[config.mk]
export PLATFORM = sky130hd
export DESIGN_NAME = uart_regfile
export DESIGN_NICKNAME = d
export VERILOG_FILES = /design/src/rtl/uart_regs_pkg.sv /design/src/rtl/uart_byte_fifo.sv /design/src/rtl/uart_rx_timeout.sv /design/src/rtl/uart_irq_prio.sv /design/src/rtl/uart_regfile.sv
export SDC_FILE = /design/constraint.sdc
export NUM_CORES = 1
export LEC_CHECK = 0
export ABC_CLOCK_PERIOD_IN_PS = 2850
export BUFFER_PORTS_ARGS = -buffer_cell sky130_fd_sc_hd__clkbuf_2
export CORE_ASPECT_RATIO = 0.9
export CORE_MARGIN = 1
export CORE_UTILIZATION = 40
export CTS_BUF_LIST = sky130_fd_sc_hd__clkbuf_4
export DETAILED_ROUTE_END_ITERATION = 7
export SLEW_MARGIN = 20
export SYNTH_ARGS = -nofsm -noshare
export SYNTH_HDL_FRONTEND = slang
export SYNTH_SLANG_ARGS = --single-unit
[constraint.sdc]
create_clock -name clk -period 2.85 [get_ports clk]
set_input_delay 0.57 -clock clk [delete_from_list [all_inputs] [get_ports clk]]
set_output_delay 0.57 -clock clk [all_outputs]
set_load 0.05 [all_outputs]
[src/rtl/uart_regs_pkg.sv]
package uart_regs_pkg;

  localparam logic [2:0] OFS_DATA  = 3'd0;
  localparam logic [2:0] OFS_IEN   = 3'd1;
  localparam logic [2:0] OFS_IID   = 3'd2;
  localparam logic [2:0] OFS_LCTL  = 3'd3;
  localparam logic [2:0] OFS_MCTL  = 3'd4;
  localparam logic [2:0] OFS_LSTAT = 3'd5;
  localparam logic [2:0] OFS_MSTAT = 3'd6;
  localparam logic [2:0] OFS_SCR   = 3'd7;

  typedef enum logic [3:0] {
    IID_MODEM  = 4'h0,
    IID_NONE   = 4'h1,
    IID_THRE   = 4'h2,
    IID_RXDATA = 4'h4,
    IID_LINE   = 4'h6,
    IID_TMO    = 4'hC
  } iid_code_e;

  // receive trigger level in bytes from FIFO control bits 7:6
  function automatic logic [4:0] trig_bytes(input logic [1:0] sel);
    case (sel)
      2'b00:   trig_bytes = 5'd1;
      2'b01:   trig_bytes = 5'd4;
      2'b10:   trig_bytes = 5'd8;
      default: trig_bytes = 5'd14;
    endcase
  endfunction

  // loopback image of modem control bits as status order {dcd, ri, dsr, cts}
  function automatic logic [3:0] loop_status(input logic [3:0] mctl);
    loop_status = {mctl[3], mctl[2], mctl[0], mctl[1]};
  endfunction

endpackage

[src/rtl/uart_byte_fifo.sv]
module uart_byte_fifo #(
  parameter int WIDTH = 8,
  parameter int DEPTH = 16,
  localparam int AW = (DEPTH > 1) ? $clog2(DEPTH) : 1,
  localparam int CW = $clog2(DEPTH + 1)
) (
  input  logic             clk,
  input  logic             rst_n,
  input  logic             clr,
  input  logic             push,
  input  logic [WIDTH-1:0] din,
  input  logic             pop,
  output logic [WIDTH-1:0] dout,
  output logic [CW-1:0]    count
);

  logic [WIDTH-1:0] mem [DEPTH];
  logic [AW-1:0]    wr_ptr_q, wr_ptr_d;
  logic [AW-1:0]    rd_ptr_q, rd_ptr_d;
  logic [CW-1:0]    cnt_q, cnt_d;
  logic             do_push, do_pop;

  assign do_push = push && !clr && (cnt_q < CW'(DEPTH));
  assign do_pop  = pop && !clr && (cnt_q != '0);

  function automatic logic [AW-1:0] bump(input logic [AW-1:0] p);
    bump = (p == AW'(DEPTH - 1)) ? '0 : p + AW'(1);
  endfunction

  always_comb begin
    wr_ptr_d = wr_ptr_q;
    rd_ptr_d = rd_ptr_q;
    cnt_d    = cnt_q;
    if (clr) begin
      wr_ptr_d = '0;
      rd_ptr_d = '0;
      cnt_d    = '0;
    end else begin
      if (do_push) wr_ptr_d = bump(wr_ptr_q);
      if (do_pop)  rd_ptr_d = bump(rd_ptr_q);
      cnt_d = cnt_q + CW'(do_push) - CW'(do_pop);
    end
  end

  always_ff @(posedge clk or negedge rst_n) begin
    if (!rst_n) begin
      wr_ptr_q <= '0;
      rd_ptr_q <= '0;
      cnt_q    <= '0;
    end else begin
      wr_ptr_q <= wr_ptr_d;
      rd_ptr_q <= rd_ptr_d;
      cnt_q    <= cnt_d;
    end
  end

  always_ff @(posedge clk) begin
    if (do_push) mem[wr_ptr_q] <= din;
  end

  assign dout  = mem[rd_ptr_q];
  assign count = cnt_q;

endmodule

[src/rtl/uart_rx_timeout.sv]
module uart_rx_timeout #(
  parameter int CYC = 64,
  localparam int TW = $clog2(CYC + 1)
) (
  input  logic clk,
  input  logic rst_n,
  input  logic armed,
  input  logic restart,
  output logic expired
);

  logic [TW-1:0] tmr_q, tmr_d;

  always_comb begin
    tmr_d = tmr_q;
    if (restart || !armed)       tmr_d = '0;
    else if (tmr_q != TW'(CYC))  tmr_d = tmr_q + TW'(1);
  end

  always_ff @(posedge clk or negedge rst_n) begin
    if (!rst_n) tmr_q <= '0;
    else        tmr_q <= tmr_d;
  end

  assign expired = armed && (tmr_q == TW'(CYC));

endmodule

[src/rtl/uart_irq_prio.sv]
module uart_irq_prio
  import uart_regs_pkg::*;
(
  input  logic      line_p,
  input  logic      rxd_p,
  input  logic      tmo_p,
  input  logic      thre_p,
  input  logic      msr_p,
  output iid_code_e code
);

  always_comb begin
    if (line_p)      code = IID_LINE;
    else if (rxd_p)  code = IID_RXDATA;
    else if (tmo_p)  code = IID_TMO;
    else if (thre_p) code = IID_THRE;
    else if (msr_p)  code = IID_MODEM;
    else             code = IID_NONE;
  end

endmodule

[src/rtl/uart_regfile.sv]
module uart_regfile
  import uart_regs_pkg::*;
#(
  parameter int          FIFO_DEPTH  = 16,
  parameter int          TIMEOUT_CYC = 64,
  parameter logic [15:0] DIV_RESET   = 16'd1
) (
  input  logic        clk,
  input  logic        rst_n,
  input  logic [2:0]  bus_addr,
  input  logic        bus_wr,
  input  logic        bus_rd,
  input  logic [7:0]  bus_wdata,
  output logic [7:0]  bus_rdata,
  output logic        irq,
  input  logic        rx_valid,
  input  logic [7:0]  rx_byte,
  input  logic        rx_perr,
  input  logic        rx_ferr,
  input  logic        rx_brk,
  output logic        tx_valid,
  output logic [7:0]  tx_byte,
  input  logic        tx_pop,
  output logic [15:0] divisor,
  output logic [7:0]  line_ctrl
);

  localparam int CW = $clog2(FIFO_DEPTH + 1);

  // architectural registers
  logic [7:0] dll_q, dll_d, dlm_q, dlm_d;
  logic [3:0] ien_q, ien_d;
  logic [7:0] lctl_q, lctl_d;
  logic [4:0] mctl_q, mctl_d;
  logic [7:0] scr_q, scr_d;
  logic       fen_q, fen_d;
  logic [1:0] tsel_q, tsel_d;
  logic       oe_q, oe_d, pe_q, pe_d, fe_q, fe_d, bi_q, bi_d;
  logic [3:0] mdelta_q, mdelta_d;
  logic       thre_q, thre_d;

  // decode
  logic dlab;
  logic wr_thr, wr_dll, wr_ien, wr_dlm, wr_fctl, wr_lctl, wr_mctl, wr_scr;
  logic rd_rbr, rd_iid, rd_lstat, rd_mstat;

  assign dlab     = lctl_q[7];
  assign wr_thr   = bus_wr && (bus_addr == OFS_DATA) && !dlab;
  assign wr_dll   = bus_wr && (bus_addr == OFS_DATA) &&  dlab;
  assign wr_ien   = bus_wr && (bus_addr == OFS_IEN)  && !dlab;
  assign wr_dlm   = bus_wr && (bus_addr == OFS_IEN)  &&  dlab;
  assign wr_fctl  = bus_wr && (bus_addr == OFS_IID);
  assign wr_lctl  = bus_wr && (bus_addr == OFS_LCTL);
  assign wr_mctl  = bus_wr && (bus_addr == OFS_MCTL);
  assign wr_scr   = bus_wr && (bus_addr == OFS_SCR);
  assign rd_rbr   = bus_rd && (bus_addr == OFS_DATA) && !dlab;
  assign rd_iid   = bus_rd && (bus_addr == OFS_IID);
  assign rd_lstat = bus_rd && (bus_addr == OFS_LSTAT);
  assign rd_mstat = bus_rd && (bus_addr == OFS_MSTAT);

  // FIFOs
  logic [CW-1:0] cap, rx_trig, rx_count, tx_count;
  logic [7:0]    rx_dout, tx_dout;
  logic          rx_clr, tx_clr, rx_accept, rx_drop, rx_take, tx_push, tx_take;

  assign cap     = fen_q ? CW'(FIFO_DEPTH) : CW'(1);
  assign rx_trig = fen_q ? CW'(trig_bytes(tsel_q)) : CW'(1);
  assign rx_clr  = wr_fctl && (bus_wdata[1] || (bus_wdata[0] != fen_q));
  assign tx_clr  = wr_fctl && (bus_wdata[2] || (bus_wdata[0] != fen_q));

  assign rx_accept = rx_valid && !rx_clr && (rx_count < cap);
  assign rx_drop   = rx_valid && !rx_clr && (rx_count >= cap);
  assign rx_take   = rd_rbr && (rx_count != '0);
  assign tx_push   = wr_thr && (tx_count < cap);
  assign tx_take   = tx_pop && (tx_count != '0);

  uart_byte_fifo #(.WIDTH(8), .DEPTH(FIFO_DEPTH)) u_rx_fifo (
    .clk(clk), .rst_n(rst_n), .clr(rx_clr), .push(rx_accept), .din(rx_byte),
    .pop(rx_take), .dout(rx_dout), .count(rx_count)
  );

  uart_byte_fifo #(.WIDTH(8), .DEPTH(FIFO_DEPTH)) u_tx_fifo (
    .clk(clk), .rst_n(rst_n), .clr(tx_clr), .push(tx_push), .din(bus_wdata),
    .pop(tx_take), .dout(tx_dout), .count(tx_count)
  );

  // character timeout
  logic tmo_exp;

  uart_rx_timeout #(.CYC(TIMEOUT_CYC)) u_tmo (
    .clk(clk), .rst_n(rst_n),
    .armed(fen_q && (rx_count != '0)),
    .restart(rx_accept || rx_take),
    .expired(tmo_exp)
  );

  // interrupt sources and priority
  logic      line_err;
  logic [3:0] mstat;
  iid_code_e iid_code;

  assign line_err = oe_q || pe_q || fe_q || bi_q;
  assign mstat    = loop_status(mctl_q[3:0]);

  uart_irq_prio u_prio (
    .line_p (ien_q[2] && line_err),
    .rxd_p  (ien_q[0] && (rx_count >= rx_trig) && (rx_count != '0)),
    .tmo_p  (ien_q[0] && tmo_exp && (rx_count < rx_trig)),
    .thre_p (ien_q[1] && thre_q),
    .msr_p  (ien_q[3] && (mdelta_q != '0)),
    .code   (iid_code)
  );

  assign irq = (iid_code != IID_NONE);

  // next state
  logic [3:0] mstat_new;
  assign mstat_new = loop_status(bus_wdata[3:0]);

  always_comb begin
    dll_d    = dll_q;
    dlm_d    = dlm_q;
    ien_d    = ien_q;
    lctl_d   = lctl_q;
    mctl_d   = mctl_q;
    scr_d    = scr_q;
    fen_d    = fen_q;
    tsel_d   = tsel_q;
    oe_d     = oe_q;
    pe_d     = pe_q;
    fe_d     = fe_q;
    bi_d     = bi_q;
    mdelta_d = mdelta_q;
    thre_d   = thre_q;

    if (wr_dll)  dll_d  = bus_wdata;
    if (wr_dlm)  dlm_d  = bus_wdata;
    if (wr_ien)  ien_d  = bus_wdata[3:0];
    if (wr_lctl) lctl_d = bus_wdata;
    if (wr_mctl) mctl_d = bus_wdata[4:0];
    if (wr_scr)  scr_d  = bus_wdata;
    if (wr_fctl) begin
      fen_d  = bus_wdata[0];
      tsel_d = bus_wdata[7:6];
    end

    // line status error flags: read clears, new events win
    if (rd_lstat) begin
      oe_d = 1'b0;
      pe_d = 1'b0;
      fe_d = 1'b0;
      bi_d = 1'b0;
    end
    if (rx_drop) oe_d = 1'b1;
    if (rx_accept && rx_perr) pe_d = 1'b1;
    if (rx_accept && rx_ferr) fe_d = 1'b1;
    if (rx_accept && rx_brk)  bi_d = 1'b1;

    // modem status deltas from loopback changes
    if (rd_mstat) mdelta_d = '0;
    if (wr_mctl) begin
      mdelta_d[0] = mdelta_d[0] | (mstat_new[0] ^ mstat[0]);
      mdelta_d[1] = mdelta_d[1] | (mstat_new[1] ^ mstat[1]);
      mdelta_d[2] = mdelta_d[2] | (mstat[2] & ~mstat_new[2]);
      mdelta_d[3] = mdelta_d[3] | (mstat_new[3] ^ mstat[3]);
    end

    // transmit holding empty condition
    if (wr_thr) thre_d = 1'b0;
    if (rd_iid && (iid_code == IID_THRE)) thre_d = 1'b0;
    if (tx_take && (tx_count == CW'(1)) && !tx_push) thre_d = 1'b1;
    if (wr_ien && bus_wdata[1] && !ien_q[1] && (tx_count == '0)) thre_d = 1'b1;
  end

  always_ff @(posedge clk or negedge rst_n) begin
    if (!rst_n) begin
      dll_q    <= DIV_RESET[7:0];
      dlm_q    <= DIV_RESET[15:8];
      ien_q    <= '0;
      lctl_q   <= '0;
      mctl_q   <= '0;
      scr_q    <= '0;
      fen_q    <= 1'b0;
      tsel_q   <= '0;
      oe_q     <= 1'b0;
      pe_q     <= 1'b0;
      fe_q     <= 1'b0;
      bi_q     <= 1'b0;
      mdelta_q <= '0;
      thre_q   <= 1'b0;
    end else begin
      dll_q    <= dll_d;
      dlm_q    <= dlm_d;
      ien_q    <= ien_d;
      lctl_q   <= lctl_d;
      mctl_q   <= mctl_d;
      scr_q    <= scr_d;
      fen_q    <= fen_d;
      tsel_q   <= tsel_d;
      oe_q     <= oe_d;
      pe_q     <= pe_d;
      fe_q     <= fe_d;
      bi_q     <= bi_d;
      mdelta_q <= mdelta_d;
      thre_q   <= thre_d;
    end
  end

  // read mux
  logic [7:0] lstat;
  assign lstat = {fen_q && (pe_q || fe_q || bi_q), tx_count == '0, tx_count == '0,
                  bi_q, fe_q, pe_q, oe_q, rx_count != '0};

  always_comb begin
    case (bus_addr)
      OFS_DATA:  bus_rdata = dlab ? dll_q : ((rx_count != '0) ? rx_dout : 8'h00);
      OFS_IEN:   bus_rdata = dlab ? dlm_q : {4'b0000, ien_q};
      OFS_IID:   bus_rdata = {fen_q, fen_q, 2'b00, iid_code};
      OFS_LCTL:  bus_rdata = lctl_q;
      OFS_MCTL:  bus_rdata = {3'b000, mctl_q};
      OFS_LSTAT: bus_rdata = lstat;
      OFS_MSTAT: bus_rdata = {mstat, mdelta_q};
      default:   bus_rdata = scr_q;
    endcase
  end

  assign tx_valid  = (tx_count != '0);
  assign tx_byte   = tx_valid ? tx_dout : 8'h00;
  assign divisor   = {dlm_q, dll_q};
  assign line_ctrl = lctl_q;

endmodule

==> summary.txt, run 1 <==
most common cell in the netlist - edfxtp_1
Placed Area - 17500 sq um
I/O pins - 70
Warnings, synthesis - 0
num rows - 67
CTS root buffer - clkbuf_4
number of global-route vias before repair - 9891
CTS buffer count - 87
Post-synth EDFFs - 256
final setup skew - 0.0704 ns
syn_area_per_cell - 15.7 sq um
die area - 38600 sq um
P_leak - 7.30 nW
Compound-Gate Fraction of Synth Area - 0.0725
Hold WC Path Type - in2reg
Die X - 207 um
CP Data Arrival Time - 2.98 ns
Final Cell Area - 19600 sq um
final setup margin - -0.697 ns
Congestion Overflow GR - 0
Post-Syn Area - 15100 sq um
ys async rst share - 0.251
register bit total from synthesis - 342
minimum clock period after layout - 3.55 ns
clk sinks - 342
CP endpoint kind - output pin
Top FF cell, synth - edfxtp_1
Post-Synth XOR/XNOR Area - 0.00927
# setup viols final - 17
Std-Cell Core Area - 37200 sq um
RR Startpoint - u_rx_fifo.count[3]
post-route ant nets - 0
Synth Area in Adders - 0.0316
Syn-to-layout area delta - 29.9%
clock latency on the worst-skew pair - 0.78 ns
Detailed Route Iter0 Violations - 580
CTS tree - yes
Mapped Cells - 966
clk slew on worst S/H paths - 0.07 ns
main combinational cell family by area after synthesis - multiplexers
synth cell count leaders - 256 x edfxtp_1, 85 x dfrtp_1, 49 x mux2_2, 49 x mux4_2, 46 x mux2i_1
I/O Buffers - 69
DPL Wire Length - 25.3 mm
crit share post-route - 1.24
failing checks - setup timing
DRC Markers - 0
clock buffer depth - 3
worst-margin pin slew - 0.712 ns
fraction of layout cells with a size suffix above 1 - 0.448
result of the run - finished with violations
multiplexer area fraction after synthesis - 0.140
layer with the highest usage - met2
gpl congestion - 0.899
Cells after DPL - 1601
Synth top area share - 0.508
total track usage - 0.201
Max FO, Critical Path - 4
H-tree depth - 3
CP Launch Type - flip-flop
Die Ht - 186 um
register area share after synthesis - 0.651
Starting Density - 0.406
initial antenna violation count - 1
RSZ-0062 raised after global routing - yes
Slew Viols, Final - 0
Synth area leader - edfxtp_1
largest net degree at the start of global routing - 51
setup TNS - -7.85 ns
Highest Clock Rate - 282 MHz
ranking of synthesized cells by area - edfxtp_1 51%, dfrtp_1 14%, mux4_2 7.3%, mux2_2 3.6%, mux2i_1 3.0%
fin cells - 1806
M1 GR Usage - 0.286
simple-gate share of the synthesized area - 0.0705
syn_nets - 1031
DR pass1 iterations - 7
Hold Vio Cnt, Final - 0
Synth cell types - 76
GR Layer Usage met2 - 0.305
PnR Total Power - 17.7 mW
first-pass GRT wire length - 57.7 mm
Req. time, crit path - 2.28 ns
CP Class - reg2out
Hold Startpoint - rx_valid
drt via density - 5.43
wire length per cell - 21.3 um
Pwr per Cell Area - 900 nW/um^2
Max VDD drop - 672 uV
Max Cap Viol - 0
Worst Setup SP - u_rx_fifo.count[3]
total wire length - 38.5 mm
slew margin rel. - 0.519
DR vias - 9800
nets - 1311
M3 GR Usage - 0.0391
## placed cells by master, fill, tap and decap left out, drive strengths merged, types with 35 or more instances in the layout
cell / n
edfxtp: 256
clkbuf: 190
buf: 181
dfrtp: 85
mux4: 49
mux2: 49
mux2i: 46
nand2: 39
o21ai: 39
nor2: 36
ha: 35
## timing repair
action | in CTS | in global routing
resized for setup | 70 | 62
gates cloned | 1 | 3
hold buffers | 4 | 0
pin swaps | 23 | 31
endpoints found under the setup margin | 19 | 41
endpoints found under the hold margin | 39 | 0
buffers inserted | 14 | 17
## power by group
part | internal [mW] | leakage, nW | switching (mW)
Combinational | 3.43 | 3.26 | 3.67
Clock | 2.16 | 0.679 | 2.05
Sequential | 5.82 | 3.36 | 0.550
## through the flow
stage / hold slack (ns) / worst slack (ns) / util
final: 0.110 / -0.697 / 0.528
after global routing: 0.0945 / -0.808 / 0.528
after CTS: 0.0298 / -0.710 / 0.516
after detailed placement: 0.487 / -0.112 / 0.471
after global placement: 0.476 / -0.0322 / 0.471
after floorplan: 0.274 / -0.270 / -
## per-layer routing
layer  wire length (um)  vias up
met2              18300      284
met5                  0        -
met4                889        0
met1              17400     5018
li1                   -     4432
met3               2000       66
## path summary, 6_finish.rpt
path	cells past startpoint	slack, ns	to
max in group asynchronous	3	1.85	dll_q[0]
min reg2reg	2	0.51	scr_q[2]
max reg2reg	15	0.07	u_rx_fifo.count[4]
min in group asynchronous	2	0.31	u_rx_fifo.wr_ptr_q[3]
max	9	-0.70	bus_rdata[3]
min	2	0.11	oe_q
## state kept, by name (all words and copies together), names as in the netlist, 2 cells and up
signal              cells
u_rx_fifo.mem         128
u_tx_fifo.rd_ptr_q      4
u_tx_fifo.mem         128
u_rx_fifo.wr_ptr_q      4
tsel_q                  2
u_tx_fifo.count         5
dll_q                   8
u_rx_fifo.count         5
mctl_q                  5
line_ctrl               8
ien_q                   4
u_tx_fifo.wr_ptr_q      4
u_rx_fifo.rd_ptr_q      4
scr_q                   8
mdelta_q                4
dlm_q                   8
u_tmo.tmr_q             7
## critical path: stages (launching register included)
cell and delay (ns):
dfrtp_1 0.40, buf_6 0.13, ha_4 0.24, a211oi_2 0.25, o211ai_1 0.14, nor3_2 0.28
buf_4 0.19, nand4bb_4 0.13, a31oi_4 0.25, buf_12 0.17
## cell families (layout without fill, tap and decap cells)
logic type | after synthesis | after routing
compound gates | 159 | 159
xor+xnor | 16 | 16
fa+ha+maj | 37 | 37
buf+inv | 82 | 437
flops | 342 | 342
mux | 144 | 144
other cells | 0 | 2
simple gates | 186 | 186
## cell type report
type / count / area [sq um]
Sequential cell: 342 / 9850
Tap cell: 483 / 604
Clock buffer: 133 / 998
Antenna cell: 2 / 5.00
Multi-Input combinational cell: 542 / 5450
Clock inverter: 31 / 150
Inverter: 31 / 129
Fill cell: 3155 / 17600
Timing Repair Buffer: 242 / 2450
Note: power is estimated with default switching activity, not from simulation.
==> run 2, diff against run 1 <==
--- a/config.mk
+++ b/config.mk
@@ -9,9 +9,10 @@
 export BUFFER_PORTS_ARGS = -buffer_cell sky130_fd_sc_hd__clkbuf_2
 export CORE_ASPECT_RATIO = 0.9
 export CORE_MARGIN = 1
-export CORE_UTILIZATION = 40
+export CORE_UTILIZATION = 52
 export CTS_BUF_LIST = sky130_fd_sc_hd__clkbuf_4
 export DETAILED_ROUTE_END_ITERATION = 7
+export PLACE_DENSITY = 0.72
 export SLEW_MARGIN = 20
 export SYNTH_ARGS = -nofsm -noshare
 export SYNTH_HDL_FRONTEND = slang
==> constraint.sdc (replaced) <==
create_clock -name clk -period 2.85 [get_ports clk]
set_input_delay 0.57 -clock clk [delete_from_list [all_inputs] [get_ports clk]]
set_output_delay 0.57 -clock clk [all_outputs]
set_load 0.1 [all_outputs]
==> summary.txt, run 2 (same netlist as run 1, synthesis figures left out) <==
post-route ant nets - 0 (unchanged)
H-tree depth - 3 (unchanged)
CTS buffer count - 85 (-2.3%)
setup TNS - -6.77 ns (+1.08 ns)
Net Sw Power - 7.45 mW (+19%)
Syn-to-layout area delta - 30.2%
wire length per cell - 23.3 um (+9.4%)
gpl congestion - 0.956 (+6.4%)
most common cell after layout, fill and taps aside - edfxtp_1
crit-path leading delay family - multiplexers
Hold Vio Cnt, Final - 0 (unchanged)
Slew Viols, Final - 0 (unchanged)
failing checks - setup timing
worst-margin pin slew - 0.655 ns (-0.0574 ns)
Req. time, crit path - 2.28 ns (about the same)
CP endpoint kind - output pin
Starting Density - 0.536 (+0.129)
total track usage - 0.261 (+0.0600)
CP Data Arrival Time - 2.87 ns (-0.11 ns)
Critical-path top delay cell - mux4_2
CP Launch Type - flip-flop
CP Cell Sequence - buf_12 -> mux4_2 -> mux2_4 -> a32o_2 -> o21ai_2 -> buf_4 -> a21oi_4 -> buf_12
fin cells - 1654 (-8.4%)
drt via density - 5.96 (+9.8%)
number of global-route vias before repair - 10085 (+2.0%)
CP most frequent cell - buf_12
minimum clock period after layout - 3.44 ns (-0.111 ns)
DPL Wire Length - 24.2 mm (-4.4%)
Die X - 182 um (-12%)
Pwr per Cell Area - 976 nW/um^2 (+8.4%)
Die Ht - 164 um (-12%)
Congestion Overflow GR - 0 (unchanged)
clock buffer depth - 3 (unchanged)
Hold WC Path Type - in2reg
multi-input logic area - 5870 sq um (+7.8%)
CTS tree - yes
Largest regs - u_rx_fifo.mem x128, u_tx_fifo.mem x128
slew margin rel. - 0.563 (+0.0443)
Cells after DPL - 1460 (-8.8%)
I/O Buffers - 69 (unchanged)
result of the run - finished with violations
clock latency on the worst-skew pair - 0.73 ns (-0.05 ns)
# setup viols final - 17 (unchanged)
total wire length - 38.6 mm (+0.19%)
Critical path buffers and inverters - 3 (unchanged)
P_int - 11.8 mW (+3.1%)
leading cell types in the layout, fill and taps excluded - 256 x edfxtp_1, 132 x clkbuf_4, 114 x buf_4
Combinational Power Share - 0.451 (+0.049)
first-pass GRT wire length - 57.6 mm (-0.23%)
Std-Cell Core Area - 28200 sq um (-24%)
Detailed Route Iter0 Violations - 790 (+36%)
Sw Share - 0.388 (+0.0334)
fraction of layout cells with a size suffix above 1 - 0.461 (+0.0128)
I/O pins - 70 (unchanged)
hold_ws - 0.0719 ns (-0.0383 ns)
die area - 29800 sq um (-23%)
DRC Markers - 0 (unchanged)
Max Cap Viol - 0 (unchanged)
DR pass1 iterations - 5 (-2)
initial antenna violation count - 1 (unchanged)
crit share post-route - 1.21 (-0.0391)
clk slew on worst S/H paths - 0.07 ns (about the same)
Fillers - 1804 (-43%)
Max VDD drop - 772 uV (+15%)
register area - 9850 sq um (unchanged)
DR vias - 9851 (+0.52%)
num rows - 58 (-13%)
final setup skew - 0.0659 ns (-0.00451 ns)
Max FO, Critical Path - 8 (+4)
nets - 1293 (-1.4%)
CP Class - reg2out
sequential power share - 0.329 (-0.031)
Highest Clock Rate - 291 MHz (+3.2%)
clk sinks - 342 (unchanged)
P_leak - 7.27 nW (-0.46%)
CTS root buffer - clkbuf_4
RSZ-0062 raised after global routing - yes
PnR Total Power - 19.2 mW (+8.7%)
clock share of power - 0.220 (-0.018)
largest net degree at the start of global routing - 46 (-9.8%)
Worst path max stage delay - 0.51 ns (+0.11 ns)
final setup margin - -0.586 ns (+0.111 ns)
==> run 2: power by group through the flow <==
stage          logic [mW]  registers, mW  clock network [mW]
3_5_place_dp         7.10           6.40                   0
2_1_floorplan        4.32           6.93                   0
3_3_place_gp         7.01           6.38                   0
6_report             8.67           6.32                4.23
4_1_cts              8.09           6.28                4.29
5_1_grt              9.11           6.36                4.57
==> run 2: final cells by class <==
class                           instances  share of cell area
Inverter                               31             0.00725
Clock inverter                         20             0.00667
Tap cell                              360              0.0229
Timing Repair Buffer                  226               0.114
Sequential cell                       342               0.500
Clock buffer                          132              0.0503
Antenna cell                            1            0.000127
Multi-Input combinational cell        542               0.298
==> run 2: through the flow <==
| step | instance area, sq um | util | setup WS, ns |
|---|---|---|---|
| final | 19700 | 0.697 | -0.586 |
| after global routing | 19700 | 0.697 | -0.675 |
| after CTS | 19300 | 0.682 | -0.646 |
| after detailed placement | 17400 | 0.615 | -0.0432 |
| after global placement | 17400 | 0.615 | -0.0228 |
| after floorplan | 15400 | - | -0.0211 |
==> run 2: per-layer routing <==
layer  up-vias  wire length, um  track usage
li1       4382                -            -
met1      5003            16100        0.351
met2       377            18500        0.413
met3        89             2780       0.0610
met4         0             1240        0.105
met5         -                0            0
==> run 2: what timing repair did <==
action | CTS | global route
endpoints found under the hold margin | 40 | 0
buffers inserted | 17 | 19
pin swaps | 30 | 40
hold buffers | 1 | 0
gates cloned | 2 | 2
setup endpoints to repair | 18 | 39
resized for setup | 102 | 51
==> run 2: final timing paths <==
path / start / end / slack, ns / cells past startpoint
max: u_rx_fifo.rd_ptr_q[0] / bus_rdata[6] / -0.59 / 8
min: rx_perr / pe_q / 0.07 / 2
max reg2reg: fen_q / u_tx_fifo.count[4] / 0.03 / 13
min reg2reg: scr_q[2] / scr_q[2] / 0.50 / 2
max in group asynchronous: rst_n / fen_q / 1.76 / 3
min in group asynchronous: rst_n / u_tmo.tmr_q[6] / 0.41 / 2
==> run 2: worst reg2reg max path, delay by kind of cell, from the launching register on <==
family          cells  cell delay, ns
fa+ha+maj           3            0.79
flops               1            0.46
simple gates        3            0.48
xor+xnor            1            0.18
compound gates      3            0.44
buf+inv             3            0.38
